$ cat src/rtl/spi_host_pkg.sv
`timescale 1ns/1ps
package spi_host_pkg;
  typedef enum logic [2:0] {
    ST_IDLE,
    ST_LEAD,
    ST_SHIFT,
    ST_TRAIL,
    ST_HOLD
  } host_state_e;
endpackage

$ cat src/rtl/spi_rate_div.sv
`timescale 1ns/1ps
module spi_rate_div #(
  parameter int unsigned N_W = 8,
  parameter int unsigned E_W = 2,
  localparam int unsigned CNT_W = N_W + (1 << E_W)
) (
  input  logic           clk_i,
  input  logic           rst_ni,
  input  logic           run_i,
  input  logic [N_W-1:0] div_n_i,
  input  logic [E_W-1:0] div_e_i,
  output logic           tick_o
);
  logic [CNT_W-1:0] half, cnt_q;

  assign half   = (CNT_W'(div_n_i) + CNT_W'(1)) << div_e_i;
  assign tick_o = run_i && (cnt_q == half - CNT_W'(1));

  always_ff @(posedge clk_i or negedge rst_ni) begin
    if (!rst_ni)               cnt_q <= '0;
    else if (!run_i || tick_o) cnt_q <= '0;
    else                       cnt_q <= cnt_q + CNT_W'(1);
  end
endmodule

$ cat src/rtl/spi_word_ctrl.sv
`timescale 1ns/1ps
module spi_word_ctrl
  import spi_host_pkg::*;
#(
  parameter int unsigned LEN_W = 5,
  localparam int unsigned EDGE_W = LEN_W + 1
) (
  input  logic              clk_i,
  input  logic              rst_ni,
  input  logic              en_i,
  input  logic [LEN_W-1:0]  flen_i,
  input  logic              keep_i,
  input  logic              auto_stop_i,
  input  logic              tx_valid_i,
  input  logic              tx_last_i,
  input  logic              rx_read_i,
  input  logic              tick_i,
  output logic              run_o,
  output logic              load_o,
  output logic              edge_o,
  output logic [EDGE_W-1:0] edge_idx_o,
  output logic              edge_last_o,
  output logic [LEN_W:0]    nbits_o,
  output logic              ss_on_o,
  output logic              phase_o,
  output logic              done_o,
  output logic              rx_ready_o,
  output logic              rx_pending_o
);
  host_state_e       state_q;
  logic [EDGE_W-1:0] edge_q, last_idx;
  logic              phase_q, ss_on_q, last_q, pend_q, ready_q;
  logic              idle_st, start;

  // short frames are clamped to the minimum of four bits
  assign nbits_o  = (flen_i < LEN_W'(3)) ? (LEN_W+1)'(4) : ({1'b0, flen_i} + (LEN_W+1)'(1));
  assign last_idx = EDGE_W'({nbits_o, 1'b0} - (LEN_W+2)'(1));

  assign idle_st = (state_q == ST_IDLE) || (state_q == ST_HOLD);
  assign start   = en_i && tx_valid_i && idle_st && !(auto_stop_i && pend_q);

  assign run_o        = !idle_st;
  assign load_o       = start;
  assign edge_o       = (state_q == ST_SHIFT) && tick_i;
  assign edge_idx_o   = edge_q;
  assign edge_last_o  = (edge_q == last_idx);
  assign done_o       = en_i && (state_q == ST_TRAIL) && tick_i;
  assign ss_on_o      = ss_on_q;
  assign phase_o      = phase_q;
  assign rx_ready_o   = ready_q;
  assign rx_pending_o = pend_q;

  always_ff @(posedge clk_i or negedge rst_ni) begin
    if (!rst_ni) begin
      state_q <= ST_IDLE;
      edge_q  <= '0;
      phase_q <= 1'b0;
      ss_on_q <= 1'b0;
      last_q  <= 1'b0;
    end else if (!en_i) begin
      state_q <= ST_IDLE;
      edge_q  <= '0;
      phase_q <= 1'b0;
      ss_on_q <= 1'b0;
    end else begin
      unique case (state_q)
        ST_IDLE, ST_HOLD: begin
          if (start) begin
            state_q <= ST_LEAD;
            ss_on_q <= 1'b1;
            last_q  <= tx_last_i;
            edge_q  <= '0;
          end
        end
        ST_LEAD: begin
          if (tick_i) state_q <= ST_SHIFT;
        end
        ST_SHIFT: begin
          if (tick_i) begin
            phase_q <= ~phase_q;
            if (edge_last_o) begin
              state_q <= ST_TRAIL;
              edge_q  <= '0;
            end else begin
              edge_q <= edge_q + EDGE_W'(1);
            end
          end
        end
        ST_TRAIL: begin
          if (tick_i) begin
            if (keep_i && !last_q) begin
              state_q <= ST_HOLD;
            end else begin
              state_q <= ST_IDLE;
              ss_on_q <= 1'b0;
            end
          end
        end
        default: state_q <= ST_IDLE;
      endcase
    end
  end

  always_ff @(posedge clk_i or negedge rst_ni) begin
    if (!rst_ni) begin
      pend_q  <= 1'b0;
      ready_q <= 1'b0;
    end else begin
      ready_q <= done_o;
      if (done_o)         pend_q <= 1'b1;
      else if (rx_read_i) pend_q <= 1'b0;
    end
  end
endmodule

$ cat src/rtl/spi_shift_dp.sv
`timescale 1ns/1ps
module spi_shift_dp #(
  parameter int unsigned DATA_W = 32,
  parameter int unsigned LEN_W  = 5,
  localparam int unsigned EDGE_W = LEN_W + 1
) (
  input  logic              clk_i,
  input  logic              rst_ni,
  input  logic              cpha_i,
  input  logic              lsb_first_i,
  input  logic [LEN_W:0]    nbits_i,
  input  logic              load_i,
  input  logic [DATA_W-1:0] tx_data_i,
  input  logic              run_i,
  input  logic              edge_i,
  input  logic [EDGE_W-1:0] edge_idx_i,
  input  logic              edge_last_i,
  input  logic              done_i,
  input  logic              miso_i,
  output logic              mosi_o,
  output logic [DATA_W-1:0] rx_data_o
);
  logic [DATA_W-1:0] tx_q, acc_q, rx_q;
  logic [LEN_W-1:0]  opos_q, ipos_q, oidx, iidx;
  logic              lead, smp, shf;

  // even edge index = leading edge
  assign lead = ~edge_idx_i[0];
  assign smp  = lead ^ cpha_i;
  assign shf  = cpha_i ? (lead && (edge_idx_i != '0)) : (!lead && !edge_last_i);

  assign oidx = lsb_first_i ? opos_q
              : LEN_W'(nbits_i - (LEN_W+1)'(1) - (LEN_W+1)'(opos_q));
  assign iidx = lsb_first_i ? ipos_q
              : LEN_W'(nbits_i - (LEN_W+1)'(1) - (LEN_W+1)'(ipos_q));

  assign mosi_o    = run_i & tx_q[oidx];
  assign rx_data_o = rx_q;

  always_ff @(posedge clk_i or negedge rst_ni) begin
    if (!rst_ni) begin
      tx_q   <= '0;
      acc_q  <= '0;
      rx_q   <= '0;
      opos_q <= '0;
      ipos_q <= '0;
    end else begin
      if (load_i) begin
        tx_q   <= tx_data_i;
        acc_q  <= '0;
        opos_q <= '0;
        ipos_q <= '0;
      end else if (edge_i) begin
        if (smp) begin
          acc_q[iidx] <= miso_i;
          ipos_q      <= ipos_q + LEN_W'(1);
        end
        if (shf) opos_q <= opos_q + LEN_W'(1);
      end
      if (done_i) rx_q <= acc_q;
    end
  end
endmodule

$ cat src/rtl/spi_sel_drive.sv
`timescale 1ns/1ps
module spi_sel_drive #(
  parameter int unsigned NUM_SEL = 4,
  localparam int unsigned SEL_W = $clog2(NUM_SEL)
) (
  input  logic               ss_on_i,
  input  logic [SEL_W-1:0]   sel_i,
  input  logic [NUM_SEL-1:0] pol_i,
  output logic [NUM_SEL-1:0] ss_o
);
  for (genvar i = 0; i < NUM_SEL; i++) begin : g_line
    assign ss_o[i] = (ss_on_i && (sel_i == SEL_W'(i))) ? pol_i[i] : ~pol_i[i];
  end
endmodule

$ cat src/rtl/spi_word_host.sv
`timescale 1ns/1ps
module spi_word_host
  import spi_host_pkg::*;
#(
  parameter int unsigned DATA_W  = 32,
  parameter int unsigned NUM_SEL = 4,
  parameter int unsigned DIV_N_W = 8,
  parameter int unsigned DIV_E_W = 2,
  localparam int unsigned LEN_W  = $clog2(DATA_W),
  localparam int unsigned SEL_W  = $clog2(NUM_SEL),
  localparam int unsigned EDGE_W = LEN_W + 1
) (
  input  logic               clk_i,
  input  logic               rst_ni,
  input  logic               en_i,
  input  logic               cpol_i,
  input  logic               cpha_i,
  input  logic               lsb_first_i,
  input  logic [LEN_W-1:0]   flen_i,
  input  logic [SEL_W-1:0]   sel_i,
  input  logic [NUM_SEL-1:0] sel_pol_i,
  input  logic               keep_i,
  input  logic               auto_stop_i,
  input  logic [DIV_N_W-1:0] div_n_i,
  input  logic [DIV_E_W-1:0] div_e_i,
  input  logic               tx_valid_i,
  input  logic [DATA_W-1:0]  tx_data_i,
  input  logic               tx_last_i,
  input  logic               rx_read_i,
  output logic               busy_o,
  output logic               rx_ready_o,
  output logic               rx_pending_o,
  output logic [DATA_W-1:0]  rx_data_o,
  output logic               sclk_o,
  output logic               mosi_o,
  input  logic               miso_i,
  output logic [NUM_SEL-1:0] ss_o
);
  logic              run, tick, load, edge_tk, edge_last, done, ss_on, phase;
  logic [EDGE_W-1:0] edge_idx;
  logic [LEN_W:0]    nbits;

  spi_rate_div #(.N_W(DIV_N_W), .E_W(DIV_E_W)) u_div (
    .clk_i   (clk_i),
    .rst_ni  (rst_ni),
    .run_i   (run),
    .div_n_i (div_n_i),
    .div_e_i (div_e_i),
    .tick_o  (tick)
  );

  spi_word_ctrl #(.LEN_W(LEN_W)) u_ctrl (
    .clk_i        (clk_i),
    .rst_ni       (rst_ni),
    .en_i         (en_i),
    .flen_i       (flen_i),
    .keep_i       (keep_i),
    .auto_stop_i  (auto_stop_i),
    .tx_valid_i   (tx_valid_i),
    .tx_last_i    (tx_last_i),
    .rx_read_i    (rx_read_i),
    .tick_i       (tick),
    .run_o        (run),
    .load_o       (load),
    .edge_o       (edge_tk),
    .edge_idx_o   (edge_idx),
    .edge_last_o  (edge_last),
    .nbits_o      (nbits),
    .ss_on_o      (ss_on),
    .phase_o      (phase),
    .done_o       (done),
    .rx_ready_o   (rx_ready_o),
    .rx_pending_o (rx_pending_o)
  );

  spi_shift_dp #(.DATA_W(DATA_W), .LEN_W(LEN_W)) u_dp (
    .clk_i       (clk_i),
    .rst_ni      (rst_ni),
    .cpha_i      (cpha_i),
    .lsb_first_i (lsb_first_i),
    .nbits_i     (nbits),
    .load_i      (load),
    .tx_data_i   (tx_data_i),
    .run_i       (run),
    .edge_i      (edge_tk),
    .edge_idx_i  (edge_idx),
    .edge_last_i (edge_last),
    .done_i      (done),
    .miso_i      (miso_i),
    .mosi_o      (mosi_o),
    .rx_data_o   (rx_data_o)
  );

  spi_sel_drive #(.NUM_SEL(NUM_SEL)) u_sel (
    .ss_on_i (ss_on),
    .sel_i   (sel_i),
    .pol_i   (sel_pol_i),
    .ss_o    (ss_o)
  );

  assign busy_o = run;
  assign sclk_o = cpol_i ^ phase;
endmodule

$ cat config.mk
export PLATFORM = sky130hd
export DESIGN_NAME = spi_word_host
export DESIGN_NICKNAME = d
export VERILOG_FILES = /design/src/rtl/spi_host_pkg.sv /design/src/rtl/spi_rate_div.sv /design/src/rtl/spi_word_ctrl.sv /design/src/rtl/spi_shift_dp.sv /design/src/rtl/spi_sel_drive.sv /design/src/rtl/spi_word_host.sv
export SDC_FILE = /design/constraint.sdc
export NUM_CORES = 1
export LEC_CHECK = 0
export BUFFER_PORTS_ARGS = -buffer_cell sky130_fd_sc_hd__clkbuf_2
export CORE_MARGIN = 2
export CORE_UTILIZATION = 45
export DETAILED_ROUTE_END_ITERATION = 6
export GPL_TIMING_DRIVEN = 1
export SLEW_MARGIN = 10
export SYNTH_ARGS = -nofsm -noshare
export SYNTH_HDL_FRONTEND = slang
export SYNTH_SLANG_ARGS = --single-unit
$ cat constraint.sdc
create_clock -name clk_i -period 6.2 [get_ports clk_i]
set_clock_uncertainty 0.1 [all_clocks]
set_input_delay 1.24 -clock clk_i [delete_from_list [all_inputs] [get_ports clk_i]]
set_output_delay 1.24 -clock clk_i [all_outputs]
set_load 0.01 [all_outputs]
# [After elaboration in Yosys (flattened, before gate mapping)]
# Cells that the tools add are included.
[classes] n_addsub=11 order_cmp=4 n_eq_ne=19 shift=1 n_mux=46 n_bitwise=9 n_reduce_logical=37
[op_table] op="32-bit 2-to-1 mux" n=3
[op_table] op="5-bit 2-to-1 mux" n=9
[op_table] op="32-bit bitwise mux" n=1
[op_table] op="6-bit 2-to-1 mux" n=4
[op_table] op="3-bit 2-to-1 mux" n=7
[op_table] op="1-bit logical AND" n=16
[op_table] op="1-bit 2-to-1 mux" n=16
[op_table] op="5-bit by 1-bit adder with 5-bit output, second input constant" n=3
[op_table] op="12-bit by 1-bit adder with 12-bit output, second input constant" n=1
[op_table] op="12-bit equality test" n=1
[op_table] op="5-bit by 6-bit less-than comparator with 1-bit output, second input constant" n=2
[op_table] op="12-bit 2-to-1 mux" n=1
[op_table] op="3-bit by 2-bit inequality test with 1-bit output, second input constant" n=4
[op_table] op="3-bit one-hot mux with 4 select lines" n=1
[op_table] op="6-bit one-hot mux with 2 select lines" n=1
[op_table] op="12-bit by 2-bit << shifter with 12-bit output" n=1
[op_table] op="12-bit by 1-bit subtractor with 12-bit output, second input constant" n=1
[op_table] op="5-bit subtractor" n=2
[op_table] op="8-bit by 1-bit adder with 9-bit output, second input constant" n=1
[op_table] op="2-bit nonzero test" n=4
[op_table] op="6-bit by 1-bit adder with 6-bit output, second input constant" n=1
[op_table] op="3-bit by 2-bit equality test with 1-bit output, second input constant" n=2
[op_table] op="6-bit equality test" n=1
[op_table] op="3-bit by 1-bit inequality test with 1-bit output, second input constant" n=2
[op_table] op="other kinds (26)" n=42
[totals] register_bits=132 inputBits=65 output_inout_bits=41 wordCells=140

# [Logic depth before layout (Yosys ltp)]
[logic_depth] ltp_word=13 depth_mapped=18 ltp_nobuf=15

# [By module]
# Synthesis repeated with hierarchy kept, for this count alone.
[hier_totals] hier_cells=887 area_unflattened_um2=8787.2
[modules_own_cells] module="spi_shift_dp" instances=1 cells_per_inst=497 area_per_inst_um2=5576.6 seq_area_each_um2=2652.5
[modules_own_cells] module="spi_rate_div" instances=1 cells_per_inst=240 area_per_inst_um2=1961.9 seq_area_each_um2=300.3
[modules_own_cells] module="spi_word_ctrl" instances=1 cells_per_inst=141 area_per_inst_um2=1172.4 seq_area_each_um2=350.3
[modules_own_cells] module="spi_sel_drive" instances=1 cells_per_inst=8 area_per_inst_um2=67.6 seq_area_each_um2=0.0
[modules_own_cells] module="spi_word_host" instances=1 cells_per_inst=1 area_per_inst_um2=8.8 seq_area_each_um2=0.0

# [Worst setup path after synthesis]
# Ideal clock, no wire load.
[synth_path] kind="input port to output port" startpoint="in flen_i[3]" endpoint="out mosi_o" t_arrival_ns=4.319 required_ns=4.860 setup_slack_ns=0.541 path_stages=14 n_path_buf=0 cell_sequence="nor3_1 -> nor2_1 -> inv_1 -> ha_1 -> xnor2_1 -> ha_1 -> xor2_1 -> nor2_1 -> a21oi_1 -> mux2i_1 -> mux4_2 -> nand2_1 -> a31oi_1 -> nor2_1"
[synth_via] elab_chain_len=8 elab_cells_between_ends=9 cone_classes="add/sub: 3; order compare: 1; mux: 4; bitwise: 1"
[synth_rtl] item="start, declared" line="spi_word_host.sv:19" rtl="input logic [LEN_W-1:0] flen_i,"
[synth_rtl] item="5-bit by 1-bit adder with 5-bit output / 5-bit by 2-bit less-than comparator with 1-bit output (equally long branches)" line="spi_word_ctrl.sv:36" rtl="assign nbits_o = (flen_i < LEN_W'(3)) ? (LEN_W+1)'(4) : ({1'b0, flen_i} + (LEN_W+1)'(1));"
[synth_rtl] item="5-bit 2-to-1 mux (*)" line="spi_word_ctrl.sv:36"
[synth_rtl] item="5-bit by 1-bit subtractor with 5-bit output (*)" line="spi_shift_dp.sv:33" rtl=": LEN_W'(nbits_i - (LEN_W+1)'(1) - (LEN_W+1)'(opos_q));"
[synth_rtl] item="5-bit subtractor (*)" line="spi_shift_dp.sv:33"
[synth_rtl] item="5-bit 2-to-1 mux (*)" line="spi_shift_dp.sv:32" rtl="assign oidx = lsb_first_i ? opos_q"
[synth_rtl] item="1-bit binary-select mux with 5-bit select (*)" line="spi_shift_dp.sv:37" rtl="assign mosi_o = run_i & tx_q[oidx];"
[synth_rtl] item="1-bit 2-to-1 mux (implied by the code) (*)" line="spi_shift_dp.sv:37"
[synth_rtl] item="1-bit AND (*)" line="spi_shift_dp.sv:37"
[synth_rtl] item="end, declared" line="spi_word_host.sv:35" rtl="output logic mosi_o,"
# Mark *: on every way between the ends. The rest lies on a longest branch, timed or not. The select of a mux whose other input is x is not followed.

# [Worst setup path after layout]
# Ends and elaborated chain as after synthesis.

==> results by group <==
Yosys
  • Synth top area share: about two fifths
  • Post-synth top cells: nand2_1, dfrtp_1, mux2i_1
  • Compound-cell area share of the yosys netlist: roughly a tenth
  • Biggest area consumer among synthesized cells: dfrtp_1
  • Synth area leaders: dfrtp_1, nand2_1, mux2i_1
  • Largest family of logic cells by synthesized area: simple AND/OR/NAND/NOR gates
  • Post-synthesis simple-gate area fraction: a little under a quarter
  • Count leader, synth: nand2_1
  • Share of flip-flops with an asynchronous set or reset: 100%
  • Synth Area in Adders: roughly 2.9%
  • XOR/XNOR Fraction of Synth Area: 5.39%
  • Ys flop type: dfrtp_1
  • Number of synthesized flops with an enable pin: 0
  • Number of synthesis warnings: 0
  • Cell area after synthesis: around 8600 sq um
  • Net Count, Synth: about 1000
  • Sequential area share after synthesis: between 30% and 40%
  • Mux cell area share after synthesis: around an eighth
  • Synth Area per Inst: approximately 9.2 sq um
  • Distinct cells, synth: a little under 90
  • Cell count after synthesis: 937
  • #FFs+latches synth: approximately 130

Floorplanning
  • DIE AREA: 20300 sq um
  • Starting Density: between 40% and 50%
  • Core Area: 18800 sq um
  • Die width: between 100 and 150 um
  • I/O pin count: 106
  • Num rows: 50
  • DIE HEIGHT: between 100 and 150 um

Clock network
  • Post-CTS sizing: 0
  • Post-CTS Repair Setup Buffers: 0
  • Num CTS Buffers: 17
  • CTS tree: yes
  • Clock buffer depth: 2
  • Post-CTS Hold Buffers: 0
  • Clk sinks: between 100 and 150
  • H-tree levels: 4
  • Clock slew at reported path FFs: 0.06 ns
  • Root Driver: clkbuf_16
  • Worst skew pair latency: 0.42 ns

Cells and area
  • Multi-input gate area: about 4800 sq um
  • Layout cells sized above 1: 21.9%
  • Final Cell Area: around 9800 sq um
  • Final #Nets: approximately 1100
  • Number of fill cells: roughly 1800
  • Final design utilization: 52.2%
  • Register Area: between 3000 and 4000 sq um
  • Synth-to-layout area growth: 13.7%
  • Antenna fix cells: 0
  • Fin cells: 1265

STA
  • Number of setup violations in the final report: 0
  • Post-layout min period: 5.76 ns
  • Fin. max-slew vios: 0
  • Final Hold Vio Count: 0
  • Setup TNS: 0 ns
  • Worst-Margin Slew: 1.14 ns
  • Slew headroom: around a quarter
  • Unrepaired setup endpoints after global routing: false
  • FMAX: 0.174 GHz
  • Crit share post-route: between 90% and 100%

Global route
  • Antenna violations before repair: 0
  • Largest net degree at the start of global routing: 94
  • Vias in the first global route: 6522
  • Total GRT Usage: between 20% and 30%
  • Remaining Overflow, GRT: 0
  • Global-route wire length before repair: around 33000 um

Power
  • Peak VDD IR: 0.184 mV
  • Switching power of the nets: between 600 and 700 uW
  • P per Cell Area: around 240 nW/um^2
  • P_int: 1.65 mW
  • Part of the power in the clock network: 44.4%
  • Sw Ratio: 28.6%
  • Overall Power: between 2 and 2.5 mW
  • Sequential share of power: 40.2%
  • Logic pwr share: between 15 and 20%
  • Pleak: between 4 and 5 nW

Worst setup path
  • Most common cell on crit path: nor2_1
  • CP Cell Sequence: clkbuf_2, nor3_2, nor2_1, inv_1, ha_1, xnor2_1, buf_4, ha_1, xor2_1, nor2_1, a21oi_1, buf_4, mux2i_1, mux4_2, nand2_1, a31oi_1, nor2_1, clkbuf_2
  • CP top delay family: buffers and inverters
  • Critical path class: input port to output port
  • CP max FO: 10
  • Reg2reg setup slack: ~3 ns
  • First element of the critical path: flen_i[3]
  • R2R Path End: u_dp.acc_q[26]
  • Buf/Inv on CP: 5
  • WP data required: a little under 5 ns
  • FF-to-FF path depth: 11
  • CP peak stage delay: approximately 0.46 ns
  • Critical Path End Type: output port
  • CP arrival: about 4.4 ns
  • Slowest-stage cell, CP: mux4_2
  • Worst reg2reg path startpoint: u_dp.ipos_q[0]
  • Startpoint types: input port

Hold path
  • Tightest Hold Check Type: flip-flop to flip-flop
  • Worst Hold Path Cells: 2
  • Endpoint, Worst Hold: u_dp.tx_q[12]
  • HP Start: u_dp.tx_q[12]

Routing
  • Detailed Routing Iterations Pass 1: 4
  • Starting DRT DRC Count: 339
  • Final ANT Viol Nets: 0
  • DR DRC count: 0
  • Vias after detailed routing: 6858
  • Routed wire length: around 19000 um
  • Vias/cell: approximately 5.4
  • DR WL/cell: ~15 um

Status
  • Outcome: finished clean

Placed design
  • Post-detail-place hpwl: around 14000 um
  • GP Congestion: around 0.8
  • Cell area after placement: between 9000 and 10000 sq um
  • IO buf count: around 110
  • Placed Cells: about 1200

Job
  • Max-Cap Viols: 0
-- layout make-up --
class                           instances  share of cell area (%)
Clock buffer                           17                    4.35
Multi-Input combinational cell        709                    49.0
Clock inverter                         15                    1.73
Timing Repair Buffer                  121                    6.79
Tap cell                              234                    2.99
Inverter                               37                    1.42
Sequential cell                       132                    33.7
-- placed cells by master (no fill, tap or decap), types with 6 or more instances in the layout --
cell       count
nor3_2        10
clkbuf_2     104
xor2_1        14
a211oi_1      10
nand2_1      202
mux2_2         9
dfrtp_1      132
nor3_1        23
and3_1         9
buf_4         15
mux2i_1       59
clkbuf_16     17
inv_1         37
inv_6          7
a211o_1        7
xnor2_1       39
mux2_4        27
o21ai_0       16
a21o_1         6
o211ai_1       6
nor2b_1        8
nand2b_1      10
ha_1          17
a21oi_1       18
nand4_1       26
nor2_1        51
nand3_1       34
-- worst max path at each step --
stage / end / slack (ns) / cells past startpoint
2_1_floorplan: mosi_o / 0.54 / 14
3_3_place_gp: mosi_o / 0.31 / 17
3_5_place_dp: mosi_o / 0.20 / 17
4_1_cts: mosi_o / 0.20 / 17
5_1_grt: mosi_o / 0.04 / 18
6_report: mosi_o / 0.44 / 18
-- worst register-to-register path, stage by stage, from the launching register on --
cell and delay [ns]:
dfrtp_1 0.46, ha_1 0.26, fa_1 0.41, inv_1 0.07, a21o_1 0.10, a21oi_1 0.07
xnor2_1 0.14, nor2_1 0.10, xnor2_1 0.92, nor3_1 0.16, nand3_1 0.17, mux2i_1 0.22
-- cells by family (layout without fill, tap and decap cells) --
logic type / count (synthesis) / count (layout)
flops: 132 / 132
fa+ha+maj: 19 / 19
simple gates: 423 / 423
buf+inv: 96 / 190
mux: 96 / 96
compound gates: 118 / 118
xor+xnor: 53 / 53
-- layer usage --
| metal | track usage (%) | share of wire [%] |
|---|---|---|
| met5 | 0 | 0 |
| met4 | 5.21 | 1.0 |
| met3 | 4.04 | 3.9 |
| met2 | 31.4 | 46 |
| met1 | 28.6 | 49 |
-- per-stage QoR --
| step | worst slack, ns | hold WS, ns |
|---|---|---|
| final | 0.439 | 0.368 |
| after global routing | 0.0388 | 0.398 |
| after CTS | 0.195 | 0.377 |
| after detailed placement | 0.196 | 0.362 |
| after global placement | 0.312 | 0.363 |
| after floorplan | 0.541 | 0.338 |
-- registers in the layout, summed over array words and instances (netlist names) --
name	cells
u_dp.acc_q	32
u_dp.rx_data_o	32
u_dp.tx_q	32
u_div.cnt_q	12
u_ctrl.edge_idx_o	6
u_dp.ipos_q	5
u_dp.opos_q	5
u_ctrl.state_q	3
u_ctrl.last_q	1
u_ctrl.phase_o	1
u_ctrl.rx_pending_o	1
u_ctrl.rx_ready_o	1
u_ctrl.ss_on_o	1
-- power groups by stage --
| stage | Combinational, mW | Sequential, mW | Clock, mW |
|---|---|---|---|
| finish | 0.354 | 0.926 | 1.02 |
| floorplan | 0.257 | 0.931 | 0 |
| global placement | 0.352 | 0.943 | 0 |
| global route | 0.402 | 0.930 | 1.09 |
| detailed placement | 0.356 | 0.942 | 0 |
| CTS | 0.357 | 0.926 | 1.04 |
(Power assumes the default switching activity.)
